## config.mk

```make
export PLATFORM = sky130hd
export DESIGN_NAME = cpl_i2c_regif
export DESIGN_NICKNAME = d
export VERILOG_FILES = /design/src/rtl/cpl_i2c_pkg.sv /design/src/rtl/cpl_i2c_sync.sv /design/src/rtl/cpl_i2c_engine.sv /design/src/rtl/cpl_i2c_regmap.sv /design/src/rtl/cpl_i2c_regif.sv
export SDC_FILE = /design/constraint.sdc
export NUM_CORES = 1
export LEC_CHECK = 0
export BUFFER_PORTS_ARGS = -buffer_cell sky130_fd_sc_hd__buf_4
export CAP_MARGIN = 20
export CORE_ASPECT_RATIO = 1.75
export CORE_UTILIZATION = 48
export DETAILED_ROUTE_END_ITERATION = 10
export PLACE_DENSITY = 0.69
export SLEW_MARGIN = 20
export SYNTH_ARGS = -nofsm -noshare
export SYNTH_HDL_FRONTEND = slang
export SYNTH_SLANG_ARGS = --single-unit
```

## constraint.sdc

```tcl
create_clock -name clk -period 2.83 [get_ports clk]
set_clock_uncertainty 0.05 [all_clocks]
set_input_delay 0.566 -clock clk [delete_from_list [all_inputs] [get_ports clk]]
set_output_delay 0.566 -clock clk [all_outputs]
set_load 0.05 [all_outputs]
```

## src/rtl/cpl_i2c_pkg.sv

```systemverilog
package cpl_i2c_pkg;

  typedef enum logic [3:0] {
    ST_IDLE, ST_DEV, ST_DACK, ST_REG, ST_RACK,
    ST_WR, ST_WACK, ST_RD, ST_MACK
  } i2c_st_e;

  localparam logic [7:0] REG_PARAM = 8'h00;
  localparam logic [7:0] REG_FRAME = 8'h01;
  localparam logic [7:0] REG_TRIG  = 8'h03;
  localparam logic [7:0] FILL_BYTE = 8'hFF;

  // Select byte: upper seven bits must equal {fixed high nibble, strap pins}
  function automatic logic dev_match(input logic [7:0] sel,
                                     input logic [3:0] hi,
                                     input logic [2:0] cs);
    return sel[7:1] == {hi, cs};
  endfunction

  // Byte returned to the host for a given register pointer
  function automatic logic [7:0] rd_value(input logic [7:0] ptr,
                                          input logic [7:0] par,
                                          input logic [7:0] bdat,
                                          input logic       in_rng);
    case (ptr)
      REG_PARAM: return par;
      REG_FRAME: return in_rng ? bdat : FILL_BYTE;
      default:   return FILL_BYTE;
    endcase
  endfunction

endpackage

```

## src/rtl/cpl_i2c_sync.sv

```systemverilog
module cpl_i2c_sync #(
  parameter int STAGES = 2
) (
  input  logic clk,
  input  logic rst_n,
  input  logic scl_i,
  input  logic sda_i,
  output logic scl_s,
  output logic sda_s,
  output logic scl_rise,
  output logic scl_fall,
  output logic start_ev,
  output logic stop_ev
);
  logic [STAGES-1:0] scl_pipe, sda_pipe;
  logic scl_p, sda_p;

  always_ff @(posedge clk or negedge rst_n) begin
    if (!rst_n) begin
      scl_pipe <= '1;
      sda_pipe <= '1;
      scl_p    <= 1'b1;
      sda_p    <= 1'b1;
    end else begin
      scl_pipe <= {scl_pipe[STAGES-2:0], scl_i};
      sda_pipe <= {sda_pipe[STAGES-2:0], sda_i};
      scl_p    <= scl_pipe[STAGES-1];
      sda_p    <= sda_pipe[STAGES-1];
    end
  end

  assign scl_s    = scl_pipe[STAGES-1];
  assign sda_s    = sda_pipe[STAGES-1];
  assign scl_rise = scl_s & ~scl_p;
  assign scl_fall = ~scl_s & scl_p;
  assign start_ev = scl_s & scl_p & sda_p & ~sda_s;
  assign stop_ev  = scl_s & scl_p & ~sda_p & sda_s;

endmodule

```

## src/rtl/cpl_i2c_engine.sv

```systemverilog
module cpl_i2c_engine
  import cpl_i2c_pkg::*;
#(
  parameter logic [3:0] DEV_HI = 4'hA
) (
  input  logic       clk,
  input  logic       rst_n,
  input  logic       sda_s,
  input  logic       scl_rise,
  input  logic       scl_fall,
  input  logic       start_ev,
  input  logic       stop_ev,
  input  logic [2:0] chip_sel,
  input  logic       rf_busy,
  input  logic [7:0] rd_byte,
  input  logic       wr_ok,
  output logic       sda_oe,
  output logic [7:0] rx_byte,
  output logic       addr_ev,
  output logic       wr_ev,
  output logic       rd_ev,
  output logic       in_dack
);
  i2c_st_e    st;
  logic [3:0] cnt;
  logic [7:0] sh;
  logic       rw_q, mack_q;

  assign rx_byte = sh;
  assign in_dack = (st == ST_DACK);
  assign addr_ev = scl_fall && st == ST_REG && cnt == 4'd8;
  assign wr_ev   = scl_fall && st == ST_WR  && cnt == 4'd8;
  assign rd_ev   = scl_fall && ((st == ST_DACK && rw_q) || (st == ST_MACK && mack_q));

  always_ff @(posedge clk or negedge rst_n) begin
    if (!rst_n) begin
      st     <= ST_IDLE;
      cnt    <= '0;
      sh     <= '0;
      rw_q   <= 1'b0;
      mack_q <= 1'b0;
      sda_oe <= 1'b0;
    end else if (start_ev) begin
      st     <= ST_DEV;
      cnt    <= '0;
      sda_oe <= 1'b0;
    end else if (stop_ev) begin
      st     <= ST_IDLE;
      sda_oe <= 1'b0;
    end else if (scl_rise) begin
      case (st)
        ST_DEV, ST_REG, ST_WR: begin
          sh  <= {sh[6:0], sda_s};
          cnt <= cnt + 4'd1;
        end
        ST_MACK: mack_q <= ~sda_s;
        default: ;
      endcase
    end else if (scl_fall) begin
      case (st)
        ST_DEV: if (cnt == 4'd8) begin
          if (dev_match(sh, DEV_HI, chip_sel) && !rf_busy) begin
            st     <= ST_DACK;
            sda_oe <= 1'b1;
            rw_q   <= sh[0];
          end else begin
            st <= ST_IDLE;
          end
        end
        ST_DACK: begin
          cnt <= '0;
          if (rw_q) begin
            st     <= ST_RD;
            sh     <= rd_byte;
            sda_oe <= ~rd_byte[7];
          end else begin
            st     <= ST_REG;
            sda_oe <= 1'b0;
          end
        end
        ST_REG: if (cnt == 4'd8) begin
          st     <= ST_RACK;
          sda_oe <= 1'b1;
        end
        ST_RACK, ST_WACK: begin
          st     <= ST_WR;
          cnt    <= '0;
          sda_oe <= 1'b0;
        end
        ST_WR: if (cnt == 4'd8) begin
          st     <= ST_WACK;
          sda_oe <= wr_ok;
        end
        ST_RD: begin
          if (cnt == 4'd7) begin
            st     <= ST_MACK;
            sda_oe <= 1'b0;
          end else begin
            sh     <= {sh[6:0], 1'b0};
            sda_oe <= ~sh[6];
            cnt    <= cnt + 4'd1;
          end
        end
        ST_MACK: begin
          cnt <= '0;
          if (mack_q) begin
            st     <= ST_RD;
            sh     <= rd_byte;
            sda_oe <= ~rd_byte[7];
          end else begin
            st     <= ST_IDLE;
            sda_oe <= 1'b0;
          end
        end
        default: ;
      endcase
    end
  end

endmodule

```

## src/rtl/cpl_i2c_regmap.sv

```systemverilog
module cpl_i2c_regmap
  import cpl_i2c_pkg::*;
#(
  parameter int BUF_BYTES = 36,
  localparam int IDXW     = $clog2(BUF_BYTES + 1)
) (
  input  logic            clk,
  input  logic            rst_n,
  input  logic            start_ev,
  input  logic            stop_ev,
  input  logic            addr_ev,
  input  logic            wr_ev,
  input  logic            rd_ev,
  input  logic [7:0]      rx_byte,
  output logic            wr_ok,
  output logic [7:0]      rd_byte,
  output logic [7:0]      param_o,
  output logic [IDXW-1:0] buf_addr_o,
  output logic [7:0]      buf_wdata_o,
  output logic            buf_we_o,
  input  logic [7:0]      buf_rdata_i,
  output logic            frame_load_o,
  output logic            acoll_start_o
);
  logic [7:0]      ptr_q;
  logic [IDXW-1:0] idx_q;
  logic            frame_pend, acoll_pend;
  logic            in_rng, is_frame;

  assign in_rng      = idx_q < IDXW'(BUF_BYTES);
  assign is_frame    = ptr_q == REG_FRAME;
  assign wr_ok       = !(is_frame && !in_rng);
  assign rd_byte     = rd_value(ptr_q, param_o, buf_rdata_i, in_rng);
  assign buf_addr_o  = idx_q;
  assign buf_wdata_o = rx_byte;
  assign buf_we_o    = wr_ev && is_frame && in_rng;

  always_ff @(posedge clk or negedge rst_n) begin
    if (!rst_n) begin
      ptr_q         <= REG_PARAM;
      idx_q         <= '0;
      param_o       <= 8'h00;
      frame_pend    <= 1'b0;
      acoll_pend    <= 1'b0;
      frame_load_o  <= 1'b0;
      acoll_start_o <= 1'b0;
    end else begin
      frame_load_o  <= 1'b0;
      acoll_start_o <= 1'b0;
      if (start_ev) begin
        idx_q <= '0;
      end else if (stop_ev) begin
        frame_load_o  <= frame_pend;
        acoll_start_o <= acoll_pend;
        frame_pend    <= 1'b0;
        acoll_pend    <= 1'b0;
      end else if (addr_ev) begin
        ptr_q <= rx_byte;
        idx_q <= '0;
      end else if (wr_ev) begin
        case (ptr_q)
          REG_PARAM: param_o <= rx_byte;
          REG_FRAME: if (in_rng) begin
            idx_q      <= idx_q + 1'b1;
            frame_pend <= 1'b1;
          end
          REG_TRIG:  acoll_pend <= 1'b1;
          default: ;
        endcase
      end else if (rd_ev && is_frame && in_rng) begin
        idx_q <= idx_q + 1'b1;
      end
    end
  end

endmodule

```

## src/rtl/cpl_i2c_regif.sv

```systemverilog
module cpl_i2c_regif #(
  parameter logic [3:0] DEV_HI      = 4'hA,
  parameter int         BUF_BYTES   = 36,
  parameter int         SYNC_STAGES = 2
) (
  input  logic                             clk,
  input  logic                             rst_n,
  input  logic                             scl_i,
  input  logic                             sda_i,
  output logic                             sda_oe_o,
  input  logic [2:0]                       chip_sel_i,
  input  logic                             rf_busy_i,
  output logic [7:0]                       param_o,
  output logic [$clog2(BUF_BYTES+1)-1:0]   buf_addr_o,
  output logic [7:0]                       buf_wdata_o,
  output logic                             buf_we_o,
  input  logic [7:0]                       buf_rdata_i,
  output logic                             frame_load_o,
  output logic                             acoll_start_o
);
  // Named internal events, also observed by the bound checker
  logic       scl_s_w, sda_s_w, scl_rise_w, scl_fall_w, start_w, stop_w;
  logic       addr_ev_w, wr_ev_w, rd_ev_w, wr_ok_w, in_dack_w;
  logic [7:0] rx_byte_w, rd_byte_w;

  cpl_i2c_sync #(.STAGES(SYNC_STAGES)) u_sync (
    .clk(clk), .rst_n(rst_n), .scl_i(scl_i), .sda_i(sda_i),
    .scl_s(scl_s_w), .sda_s(sda_s_w), .scl_rise(scl_rise_w),
    .scl_fall(scl_fall_w), .start_ev(start_w), .stop_ev(stop_w)
  );

  cpl_i2c_engine #(.DEV_HI(DEV_HI)) u_eng (
    .clk(clk), .rst_n(rst_n), .sda_s(sda_s_w), .scl_rise(scl_rise_w),
    .scl_fall(scl_fall_w), .start_ev(start_w), .stop_ev(stop_w),
    .chip_sel(chip_sel_i), .rf_busy(rf_busy_i), .rd_byte(rd_byte_w),
    .wr_ok(wr_ok_w), .sda_oe(sda_oe_o), .rx_byte(rx_byte_w),
    .addr_ev(addr_ev_w), .wr_ev(wr_ev_w), .rd_ev(rd_ev_w), .in_dack(in_dack_w)
  );

  cpl_i2c_regmap #(.BUF_BYTES(BUF_BYTES)) u_map (
    .clk(clk), .rst_n(rst_n), .start_ev(start_w), .stop_ev(stop_w),
    .addr_ev(addr_ev_w), .wr_ev(wr_ev_w), .rd_ev(rd_ev_w), .rx_byte(rx_byte_w),
    .wr_ok(wr_ok_w), .rd_byte(rd_byte_w), .param_o(param_o),
    .buf_addr_o(buf_addr_o), .buf_wdata_o(buf_wdata_o), .buf_we_o(buf_we_o),
    .buf_rdata_i(buf_rdata_i), .frame_load_o(frame_load_o),
    .acoll_start_o(acoll_start_o)
  );

endmodule

```

* Yosys cells after proc, flatten, opt, wreduce, memory -nomap -nowiden
Index checks and enable logic that the tools add are counted.
** Word-level totals
- Bits in registers :: 51
- Bits of input ports :: 16
** Cells by class
- $add $sub $neg :: 2
- Magnitude comparators :: 1
- Eq/ne operators :: 29
- Mux-type cells :: 60
- Bitwise operators :: 17
- Reductions and logical operators :: 43
** Operators with widths (number)
- 2-to-1 mux 4 bit :: 14
- 2-to-1 mux 8 bit :: 7
- 2-to-1 mux 6 bit :: 7
- one-hot mux 4 bit (7 select lines) :: 1
- 2-to-1 mux 1 bit :: 24
- one-hot mux 8 bit (3 select lines) :: 1
- AND reduction 7 bit :: 3
- equality test 4 x 3 -> 1 bit (second input constant) :: 5
- != test 4 bit (second input constant) :: 5
- one-hot mux 8 bit (2 select lines) :: 1
- AND reduction 5 bit :: 3
- logical AND 1 bit :: 13
- != test 4 x 3 -> 1 bit (second input constant) :: 3
- AND reduction 4 bit :: 3
- nonzero test 4 bit :: 3
- NOT 1 bit :: 10
- nonzero test 2 bit :: 5
- nonzero test 9 bit :: 1
- equality test 4 x 2 -> 1 bit (second input constant) :: 2
- equality test 4 bit (second input constant) :: 2
- equality test 8 x 1 -> 1 bit (second input constant) :: 1
- equality test 8 x 2 -> 1 bit (second input constant) :: 1
- zero test 8 bit :: 1
- one-hot mux 4 bit (2 select lines) :: 1
- 22 further kinds :: 35

* Longest topological paths before layout
Gate-level depths: netlist (run 1).
- Depth after elaboration :: 11
- Mapped depth :: 8
- Mapped depth without buffers :: 7

* Modules after synthesis
From an unflattened synthesis (run 1), not the netlist that was laid out.
** Second synthesis, totals
- Cell total of the unflattened synthesis :: 277
- Area total of the unflattened synthesis :: 3091.7 um2
** Modules (own cells, without submodules)
- cpl_i2c_engine :: times used 1, cells an instance 152, area an instance 1515.2 um2, sequential area each 475.5 um2
- cpl_i2c_regmap :: times used 1, cells an instance 115, area an instance 1386.3 um2, sequential area each 650.6 um2
- cpl_i2c_sync :: times used 1, cells an instance 10, area an instance 190.2 um2, sequential area each 157.7 um2

* Worst setup path after synthesis (run 1)
No wires, ideal clock.
- Kind :: register -> output
- From :: register u_map.idx_q[4] (netlist: u_map.buf_addr_o[4])
- To :: output port buf_we_o
- Arrival :: 1623 ps
- Slack :: 591 ps
- Cell stages (with the launch flop) :: 4
- Path through :: dfrtp_1 -> nor4_1 -> o2111a_1 -> and2_1
** On the way
- Longest elaborated chain between the ends :: 2
** Ends and longest elaborated chain
- from (decl) :: RTL line cpl_i2c_regmap.sv:26 : logic [IDXW-1:0] idx_q;
- from (signal assigned) :: RTL line cpl_i2c_regmap.sv:64 : idx_q <= idx_q + 1'b1;
- from (signal assigned) :: RTL line cpl_i2c_regmap.sv:71 : idx_q <= idx_q + 1'b1;
- < comparator 6 bit :: RTL line cpl_i2c_regmap.sv:30 : assign in_rng = idx_q < IDXW'(BUF_BYTES);
- logical AND 1 bit :: RTL line cpl_i2c_regmap.sv:36 : assign buf_we_o = wr_ev && is_frame && in_rng;
- to (decl) :: RTL line cpl_i2c_regif.sv:16 : output logic buf_we_o,
No other way between the ends.

* Final worst setup path (run 1)
- From :: register u_sync.scl_p
- To :: output port buf_we_o
** On the way
- Longest elaborated chain between the ends :: 5
** Ends and longest elaborated chain
- from (decl) :: RTL line cpl_i2c_sync.sv:16 : logic scl_p, sda_p;
- from (signal assigned) :: RTL line cpl_i2c_sync.sv:27 : scl_p <= scl_pipe[STAGES-1];
- bitwise AND 1 bit :: RTL line cpl_i2c_sync.sv:35 : assign scl_fall = ~scl_s & scl_p;
- logical AND 1 bit (2 in a row) :: RTL line cpl_i2c_engine.sv:32 : assign wr_ev = scl_fall && st == ST_WR && cnt == 4'd8;
- logical AND 1 bit (2 in a row) :: RTL line cpl_i2c_regmap.sv:36
No other way between the ends.

==> metrics.txt, run 1 <==
largest net degree at the start of global routing=52; Mapped Area=3000 µm²; detailed placement HPWL=5400 µm; via/cell ratio=5.90; Clock power frac=19.5%; TritonCTS clock tree=built; reg-to-reg endpoint=u_map.param_o[1]; Worst Tran Pin Value=661 ps; Total Die Area=6580 µm²; fill count=560; Lkg Pwr=1.57 nW; RePlAce Congestion=0.870; CTS buffer count=5; die width=61.8 µm; HP Class=in -> async; Cells after DPL=404; endpoints failing hold=0; commonest non-fill, non-tap cell in the layout=buf_4; Pwr Density=623 nW/µm²; Post-synth top flop=dfrtp_1; post-synthesis register bit count=51; number of global-route vias before repair=2341; number of max-cap violations=0; post-synthesis instance total=295; nature of the critical path startpoint=register; # hold bufs at CTS=0; Max Buffers Root-to-Sink=2; Critical Path AT=2020 ps; CTS Root Buffer Type=clkbuf_8; post-CTS setup buffers=0; share of cells above drive strength 1=30.2%; Syn Nets=317; net load switching power=878 µW; CTS sink count=51; DRC errors left=0; H-tree depth=2; final cell count without fillers=412; initial antenna violation count=0; Post-DRT Antenna Nets=0; Antenna diodes=0; CTS clk-pin slew, worst paths=90 ps; fmax=0.380 GHz; Register-to-Register Path Depth=6; GRT Util Overall=24.8%; Layout area overhead=15.5%; number of synthesized flops with an enable pin=0; crit path from=u_sync.scl_p; Async S/R FF share, synth=100%; Critical Path RT=2210 ps; Layout Nets=355; R2R setup slack=470 ps; sequential fraction of the synthesis area=42.8%; Flop pwr share=44.9%; PortBufs=41; Post-CTS Resized=0; post-layout min period=2630 ps; Internal=1.28 mW; worst r2r src=u_sync.scl_p; RSZ-0062 raised after global routing=no; Synth cell types=66; syn_area_per_cell=10.2 µm²; most frequent cells in the layout=buf_4, dfrtp_1, nor2_1; worst vdd ir=0.603 mV; vias=2432; outcome=finished clean; Rel. slew slack=56.0%; Crit Path Category=reg -> out; Final TNS setup=0 ps; core area=5970 µm²; first-pass GRT wire length=12000 µm; clock latency on the worst-skew pair=310 ps; drt total wl=7250 µm; first-pass iteration count of the detailed router=4; # rows=37; # IOs=42; endpoint type of the worst setup path=primary output; gr ovfl total=0; Initial Util=50.2%; WL/cell=17.6 µm; Comb pwr share=35.6%; switching part of the total power=40.7%; starting DRC count in detailed routing=103; Crit Path Max Fanout=6; Final period util=93.1%; Yosys Warn Count=0; final setup vio count=0; Final Max Slew Viols=0; Die Y-Extent=107 µm
-- stage by stage --
| stage | setup slack [ps] | power (mW) | hold slack (ps) | util (%) | instance area (µm²) |
|---|---|---|---|---|---|
| floorplan | 591 | 1.47 | 220 | - | 3000 |
| global placement | 555 | 1.74 | 296 | 56.6 | 3380 |
| detailed placement | 508 | 1.75 | 297 | 56.6 | 3380 |
| CTS | 200 | 2.17 | 249 | 58.0 | 3470 |
| global route | 67.3 | 2.26 | 278 | 58.0 | 3470 |
| finish | 196 | 2.16 | 210 | 58.0 | 3470 |
-- cell type report --
cell class / count / area [µm²] / share of cell area (%)
multi-input cells: 220 / 1620 / 46.6
flip-flops and latches: 51 / 1280 / 37.0
repair buffers: 47 / 353 / 10.2
well taps: 78 / 97.6 / 2.82
clock buffers: 6 / 72.6 / 2.09
inverters: 8 / 30.0 / 0.866
clock inverters: 2 / 12.5 / 0.361
-- synth_stat cells, drive strengths merged, types with 5 or more instances --
cell type | count | share of area [%]
a21oi | 22 | 3.9
nand3b | 5 | 1.3
mux2i | 8 | 2.7
inv | 8 | 1.0
nand3 | 11 | 1.8
dfrtp | 45 | 38
o21ai | 9 | 1.5
nand2 | 17 | 2.1
buf | 10 | 1.5
nand2b | 7 | 1.7
clkbuf | 6 | 0.79
nor2 | 27 | 3.4
dfstp | 6 | 5.3
ha | 6 | 2.5
mux2 | 26 | 9.8
and3b | 6 | 1.8
and2 | 6 | 1.3
-- cells by family after synthesis --
group                      count (synthesis)  share of synthesized area (%)
buffers and inverters                     24                           3.34
and+or+nand+nor                          107                           21.3
adders and majority gates                  6                           2.50
AOI/OAI and AO/OA                         69                           16.5
muxes                                     34                           12.4
xor gates and xnor gates                   4                           1.17
DFF                                       51                           42.8
-- sequential cells by signal, indices dropped and copies added, names as in the netlist --
name	flops
u_sync.scl_pipe	2
u_eng.mack_q	1
u_map.param_o	8
u_sync.scl_p	1
u_eng.st	4
u_map.buf_addr_o	6
u_sync.sda_pipe	2
u_eng.rx_byte	8
u_eng.cnt	4
u_map.frame_load_o	1
u_eng.sda_oe	1
u_sync.sda_p	1
u_map.acoll_pend	1
u_map.acoll_start_o	1
u_map.frame_pend	1
u_map.ptr_q	8
u_eng.rw_q	1
-- routing by layer --
metal / vias to the layer above / part of all wire, % / global-route usage, %
met5: - / 0 / 0
met4: 0 / 2.4 / 9.37
met3: 15 / 3.1 / 3.50
met2: 54 / 56 / 42.2
met1: 1211 / 38 / 30.5
li1: 1152 / - / -
-- power by group through the flow --
stage	clock (mW)	combinational [mW]	sequential (mW)
4_1_cts	0.431	0.773	0.969
5_1_grt	0.456	0.822	0.986
3_3_place_gp	0	0.754	0.983
6_report	0.422	0.768	0.968
2_1_floorplan	0	0.338	1.13
3_5_place_dp	0	0.769	0.982
-- worst max path at each step --
stage	to	slack [ps]	depth (start not counted)
floorplan	buf_we_o	590	3
global placement	u_map.param_o[1]	560	6
detailed placement	u_map.param_o[7]	510	6
CTS	buf_we_o	200	5
global route	buf_we_o	70	5
finish	buf_we_o	200	5
-- worst max-delay path: stages, from the launching register on --
cell,delay [ps]
dfstp_2,560
ha_1,250
nand4b_4,160
nor2_1,300
and2_1,230
buf_4,210
No activity file was read; power rests on OpenSTA's default activity.
==> run 2: changes to the inputs <==
--- a/config.mk
+++ b/config.mk
@@ -8,9 +8,8 @@
 export BUFFER_PORTS_ARGS = -buffer_cell sky130_fd_sc_hd__buf_4
 export CAP_MARGIN = 20
 export CORE_ASPECT_RATIO = 1.75
-export CORE_UTILIZATION = 48
+export CORE_UTILIZATION = 35
 export DETAILED_ROUTE_END_ITERATION = 10
-export PLACE_DENSITY = 0.69
 export SLEW_MARGIN = 20
 export SYNTH_ARGS = -nofsm -noshare
 export SYNTH_HDL_FRONTEND = slang
==> run 2 against run 1 <==
Die area grew 36%. Final area grew 3.1%. Flip-flop and latch count is the same. First-iteration DRC count shrank 22%. Worst setup slack gained 50 ps. Fmax grew 1.9%. Final cell count grew 8.7%. Routed wire length grew 4.5%. Clock power grew 50%. Count of clock-buffer cells in the layout is the same. Utilization shrank 15 points. Largest cell class unchanged. Highest routed layer unchanged.
==> metrics.txt, run 2 (synthesis results as in run 1) <==
endpoint type of the worst setup path=primary output; fill count=831; most used routing layer=met2; R2R setup slack=470 ps; outcome=finished clean; Crit Path Category=reg -> out; RSZ-0062 raised after global routing=no; Register-to-Register Path Depth=5; first-pass iteration count of the detailed router=4; Final period util=91.3%; Place WS=468 ps; Max Buffers Root-to-Sink=2; Rel. slew slack=56.8%; detailed placement HPWL=5710 µm; Critical Path AT=1970 ps; crit-path max cell delay=550 ps; WP buf/inv=1; Crit Path Max Fanout=6; most frequent cells in the layout=buf_4, dfrtp_1, nor2_1; Final WS setup=246 ps; Initial Util=36.1%; final setup vio count=0; CP Cell Sequence=ha_1 > nand4b_4 > nor2_1 > and2_1 > buf_4; endpoints failing hold=0; share of cells above drive strength 1=30.3%; gr ovfl total=0; slowest stage cell, crit path=dfstp_2; M3 GR Usage=1.86%; CTS clk-pin slew, worst paths=70 ps; # rows=44; core area=8310 µm²; WL/cell=16.9 µm; Worst Tran Pin Value=648 ps; Total Die Area=8960 µm²; Antenna diodes=0; via/cell ratio=5.34; DRC errors left=0; Setup crit end=buf_we_o; H-tree depth=2; worst vdd ir=0.615 mV; stages on the worst setup path=5; post-layout min period=2580 ps; Final Max Slew Viols=0; commonest non-fill, non-tap cell in the layout=buf_4; # IOs=42; HP Class=in -> async; CTS Root Buffer Type=clkbuf_16; post-CTS setup buffers=0; RePlAce Congestion=0.899; Die Y-Extent=124 µm; CTS buffer count=5; crit-path leading delay family=simple AND/OR/NAND/NOR gates; GRT Util Overall=17.7%; GR Util met1=19.1%; vias=2392; Pwr Density=666 nW/µm²; Layout Nets=354; reg-to-reg endpoint=u_eng.rx_byte[5]; Post-DRT Antenna Nets=0; Layout area overhead=19.1%; largest net degree at the start of global routing=52; number of max-cap violations=0; clock latency on the worst-skew pair=300 ps; nature of the critical path startpoint=register; Lkg Pwr=1.60 nW; CTS sink count=51; drt total wl=7580 µm; Critical Path RT=2210 ps; fmax=0.387 GHz; number of global-route vias before repair=2370; PortBufs=41; Final TNS setup=0 ps; die width=72.0 µm; # hold bufs at CTS=0; TritonCTS clock tree=built; met2 Resource Use GR=32.5%; initial antenna violation count=0; first-pass GRT wire length=12200 µm; crit path from=u_sync.scl_p; worst r2r src=u_eng.st[3]; starting DRC count in detailed routing=80; Post-CTS Resized=0
run 2: cell types whose count changed in the layout (fill, tap and decap cells not counted):
| cell | previous run | this run |
|---|---|---|
| clkbuf_8 | 5 | 1 |
| clkinv_2 | 1 | 0 |
| clkinv_4 | 0 | 1 |
| buf_4 | 47 | 46 |
| clkbuf_1 | 1 | 0 |
| clkbuf_16 | 0 | 5 |
run 2: how the worst min path moves through the flow:
stage / end / slack, ps / cells after the start / startpoint
floorplan: u_eng.cnt[0] / 220 / 0 / rst_n
global placement: u_sync.sda_pipe[1] / 300 / 0 / u_sync.sda_pipe[0]
detailed placement: u_sync.sda_pipe[1] / 300 / 0 / u_sync.sda_pipe[0]
CTS: u_eng.sda_oe / 270 / 1 / rst_n
global route: u_eng.rx_byte[6] / 300 / 1 / rst_n
finish: u_eng.sda_oe / 240 / 1 / rst_n
run 2: power breakdown:
| group | internal, mW | switching, mW |
|---|---|---|
| Sequential | 0.817 | 0.170 |
| Clock | 0.354 | 0.282 |
| Combinational | 0.288 | 0.470 |
| Total | 1.46 | 0.922 |
run 2: per-stage QoR:
stage	std cells	power (mW)	instance area (µm²)	hold slack (ps)	util, %
after floorplan	295	1.47	3000	220	-
after global placement	440	1.75	3420	298	41.1
after detailed placement	440	1.76	3420	302	41.1
after CTS	448	2.40	3570	272	43.0
after global routing	448	2.48	3570	302	43.0
final	448	2.38	3570	236	43.0
run 2: area by class of cell:
| class | instances | area (µm²) | share of cell area (%) |
|---|---|---|---|
| clock buffers | 6 | 139 | 3.89 |
| repair buffers | 46 | 345 | 9.66 |
| well taps | 115 | 144 | 4.03 |
| inverters | 8 | 30.0 | 0.840 |
| clock inverters | 2 | 16.3 | 0.455 |
| multi-input cells | 220 | 1620 | 45.2 |
| flip-flops and latches | 51 | 1280 | 35.9 |
run 2: per-layer routing:
layer  share of wire, %  wire length [µm]
met4                4.1               313
met3                2.8               214
met1                 38              2880
met2                 55              4170
met5                  0                 0
==> run 3: changes to the inputs <==
--- a/config.mk
+++ b/config.mk
@@ -7,9 +7,12 @@
 export LEC_CHECK = 0
 export BUFFER_PORTS_ARGS = -buffer_cell sky130_fd_sc_hd__buf_4
 export CAP_MARGIN = 20
+export CELL_PAD_IN_SITES_DETAIL_PLACEMENT = 2
+export CELL_PAD_IN_SITES_GLOBAL_PLACEMENT = 2
 export CORE_ASPECT_RATIO = 1.75
 export CORE_UTILIZATION = 35
 export DETAILED_ROUTE_END_ITERATION = 10
+export PLACE_DENSITY_LB_ADDON = 0.1
 export SLEW_MARGIN = 20
 export SYNTH_ARGS = -nofsm -noshare
 export SYNTH_HDL_FRONTEND = slang
==> run 3 against run 2 <==
Sequential power is 0.4% lower. Worst setup slack worse by 27 ps. First-iteration DRC count shrank 14%. Routed wire length grew 20%. Die area is the same. Critical path type unchanged. Final cell count increased by 0.89%. Register-to-register slack worse by 50 ps. Global-route usage grew 4.3 points.
==> metrics.txt, run 3 (synthesis results as in run 1) <==
outcome=finished clean; nature of the critical path startpoint=register; Register-to-Register Path Depth=6; vias=2445; final setup vio count=0; CTS buffer count=5; reg-to-reg endpoint=u_map.param_o[0]; CTS clk-pin slew, worst paths=70 ps; Worst Tran Pin Value=703 ps; R2R setup slack=420 ps; share of cells above drive strength 1=30.6%; slowest stage cell, crit path=dfstp_2; GRT Util Overall=22.0%; commonest non-fill, non-tap cell in the layout=buf_4; first-pass iteration count of the detailed router=4; endpoint type of the worst setup path=primary output; RePlAce Congestion=0.824; Final Max Slew Viols=0; Final TNS setup=0 ps; # rows=44; largest net degree at the start of global routing=52; die width=72.0 µm; Post-CTS Resized=0; worst vdd ir=0.453 mV; CTS sink count=51; endpoints failing hold=0; Crit Path Category=reg -> out; CP Cell Sequence=ha_1 > nand4b_4 > nor2_1 > and2_1 > buf_4; initial antenna violation count=0; Critical Path AT=2000 ps; number of max-cap violations=0; H-tree depth=2; Internal=1.53 mW; Die Y-Extent=124 µm; worst r2r src=u_sync.scl_p; fmax=0.383 GHz; Initial Util=36.1%; TritonCTS clock tree=built; PortBufs=41; register area=1280 µm²; switching part of the total power=37.5%; Layout area overhead=20.4%; via/cell ratio=5.41; Crit Path Max Fanout=6; post-CTS setup buffers=0; WP buf/inv=1; multi-input logic area=1620 µm²; first-pass GRT wire length=15000 µm; WL/cell=20.1 µm; Layout Nets=358; drt total wl=9110 µm; HP Class=in -> async; Total Die Area=8960 µm²; most frequent cells in the layout=buf_4, dfrtp_1, nor2_1; # hold bufs at CTS=0; fill count=901; Rel. slew slack=53.1%; detailed placement HPWL=7050 µm; hold slack=256 ps; crit-path leading delay family=simple AND/OR/NAND/NOR gates; Post-DRT Antenna Nets=0; Antenna diodes=0; Lkg Pwr=1.63 nW; net load switching power=917 µW; crit-path max cell delay=550 ps; number of global-route vias before repair=2747; RSZ-0062 raised after global routing=no; Pwr Density=677 nW/µm²; DRC errors left=0; Max Buffers Root-to-Sink=2; Flop pwr share=40.3%; core area=8310 µm²; gr ovfl total=0; Comb pwr share=31.7%; CTS Root Buffer Type=clkbuf_16; Clock power frac=28.0%; Final period util=92.3%; post-layout min period=2610 ps; clock latency on the worst-skew pair=290 ps; starting DRC count in detailed routing=69; Critical Path RT=2210 ps; # IOs=42
[run 3: cell types whose count changed in the layout (fill, tap and decap cells not counted), sizes merged]
cell      delta
buf          +4
bufinv       +1
clkbuf       +1
clkinv       -1
clkinvlp     -1
[run 3: worst max-delay path by stage]
stage / from / to / slack (ps) / cells past startpoint
after detailed placement: u_sync.scl_p / u_map.param_o[4] / 410 / 6
after floorplan: u_map.buf_addr_o[4] / buf_we_o / 590 / 3
final: u_sync.scl_p / buf_we_o / 220 / 5
after global routing: u_sync.scl_p / buf_we_o / 60 / 5
after global placement: u_sync.scl_p / u_map.param_o[2] / 470 / 6
after CTS: u_sync.scl_p / buf_we_o / 190 / 5
[run 3: power by group through the flow]
| stage | clock network, mW | registers, mW | logic [mW] |
|---|---|---|---|
| finish | 0.685 | 0.984 | 0.776 |
| global route | 0.723 | 1.01 | 0.828 |
| CTS | 0.707 | 0.991 | 0.788 |
| detailed placement | 0 | 1.00 | 0.786 |
| global placement | 0 | 1.00 | 0.765 |
| floorplan | 0 | 1.13 | 0.338 |
[run 3: area by class of cell]
type / instances / share of cell area (%)
clock buffer: 7 / 3.67
tap: 115 / 3.98
clock inverter: 1 / 0.831
multi-input combinational: 220 / 44.8
inverter: 8 / 0.831
sequential: 51 / 35.5
timing repair buffer: 50 / 10.4
[run 3: metal layers]
metal	vias to the layer above	track usage, %	wire [µm]
met1	1249	24.2	3480
met3	8	2.83	162
li1	1156	-	-
met4	0	6.11	148
met2	32	42.5	5320
met5	-	0	0
[run 3: metrics by stage]
step                      utilization [%]  cell area, µm²  setup slack [ps]  std cells  total power [mW]
after floorplan                         -            3000               591        295              1.47
after global placement               41.5            3450               465        444              1.77
after detailed placement             41.5            3450               407        444              1.79
after CTS                            43.5            3610               188        452              2.49
after global routing                 43.5            3610              57.1        452              2.56
final                                43.5            3610               219        452              2.44
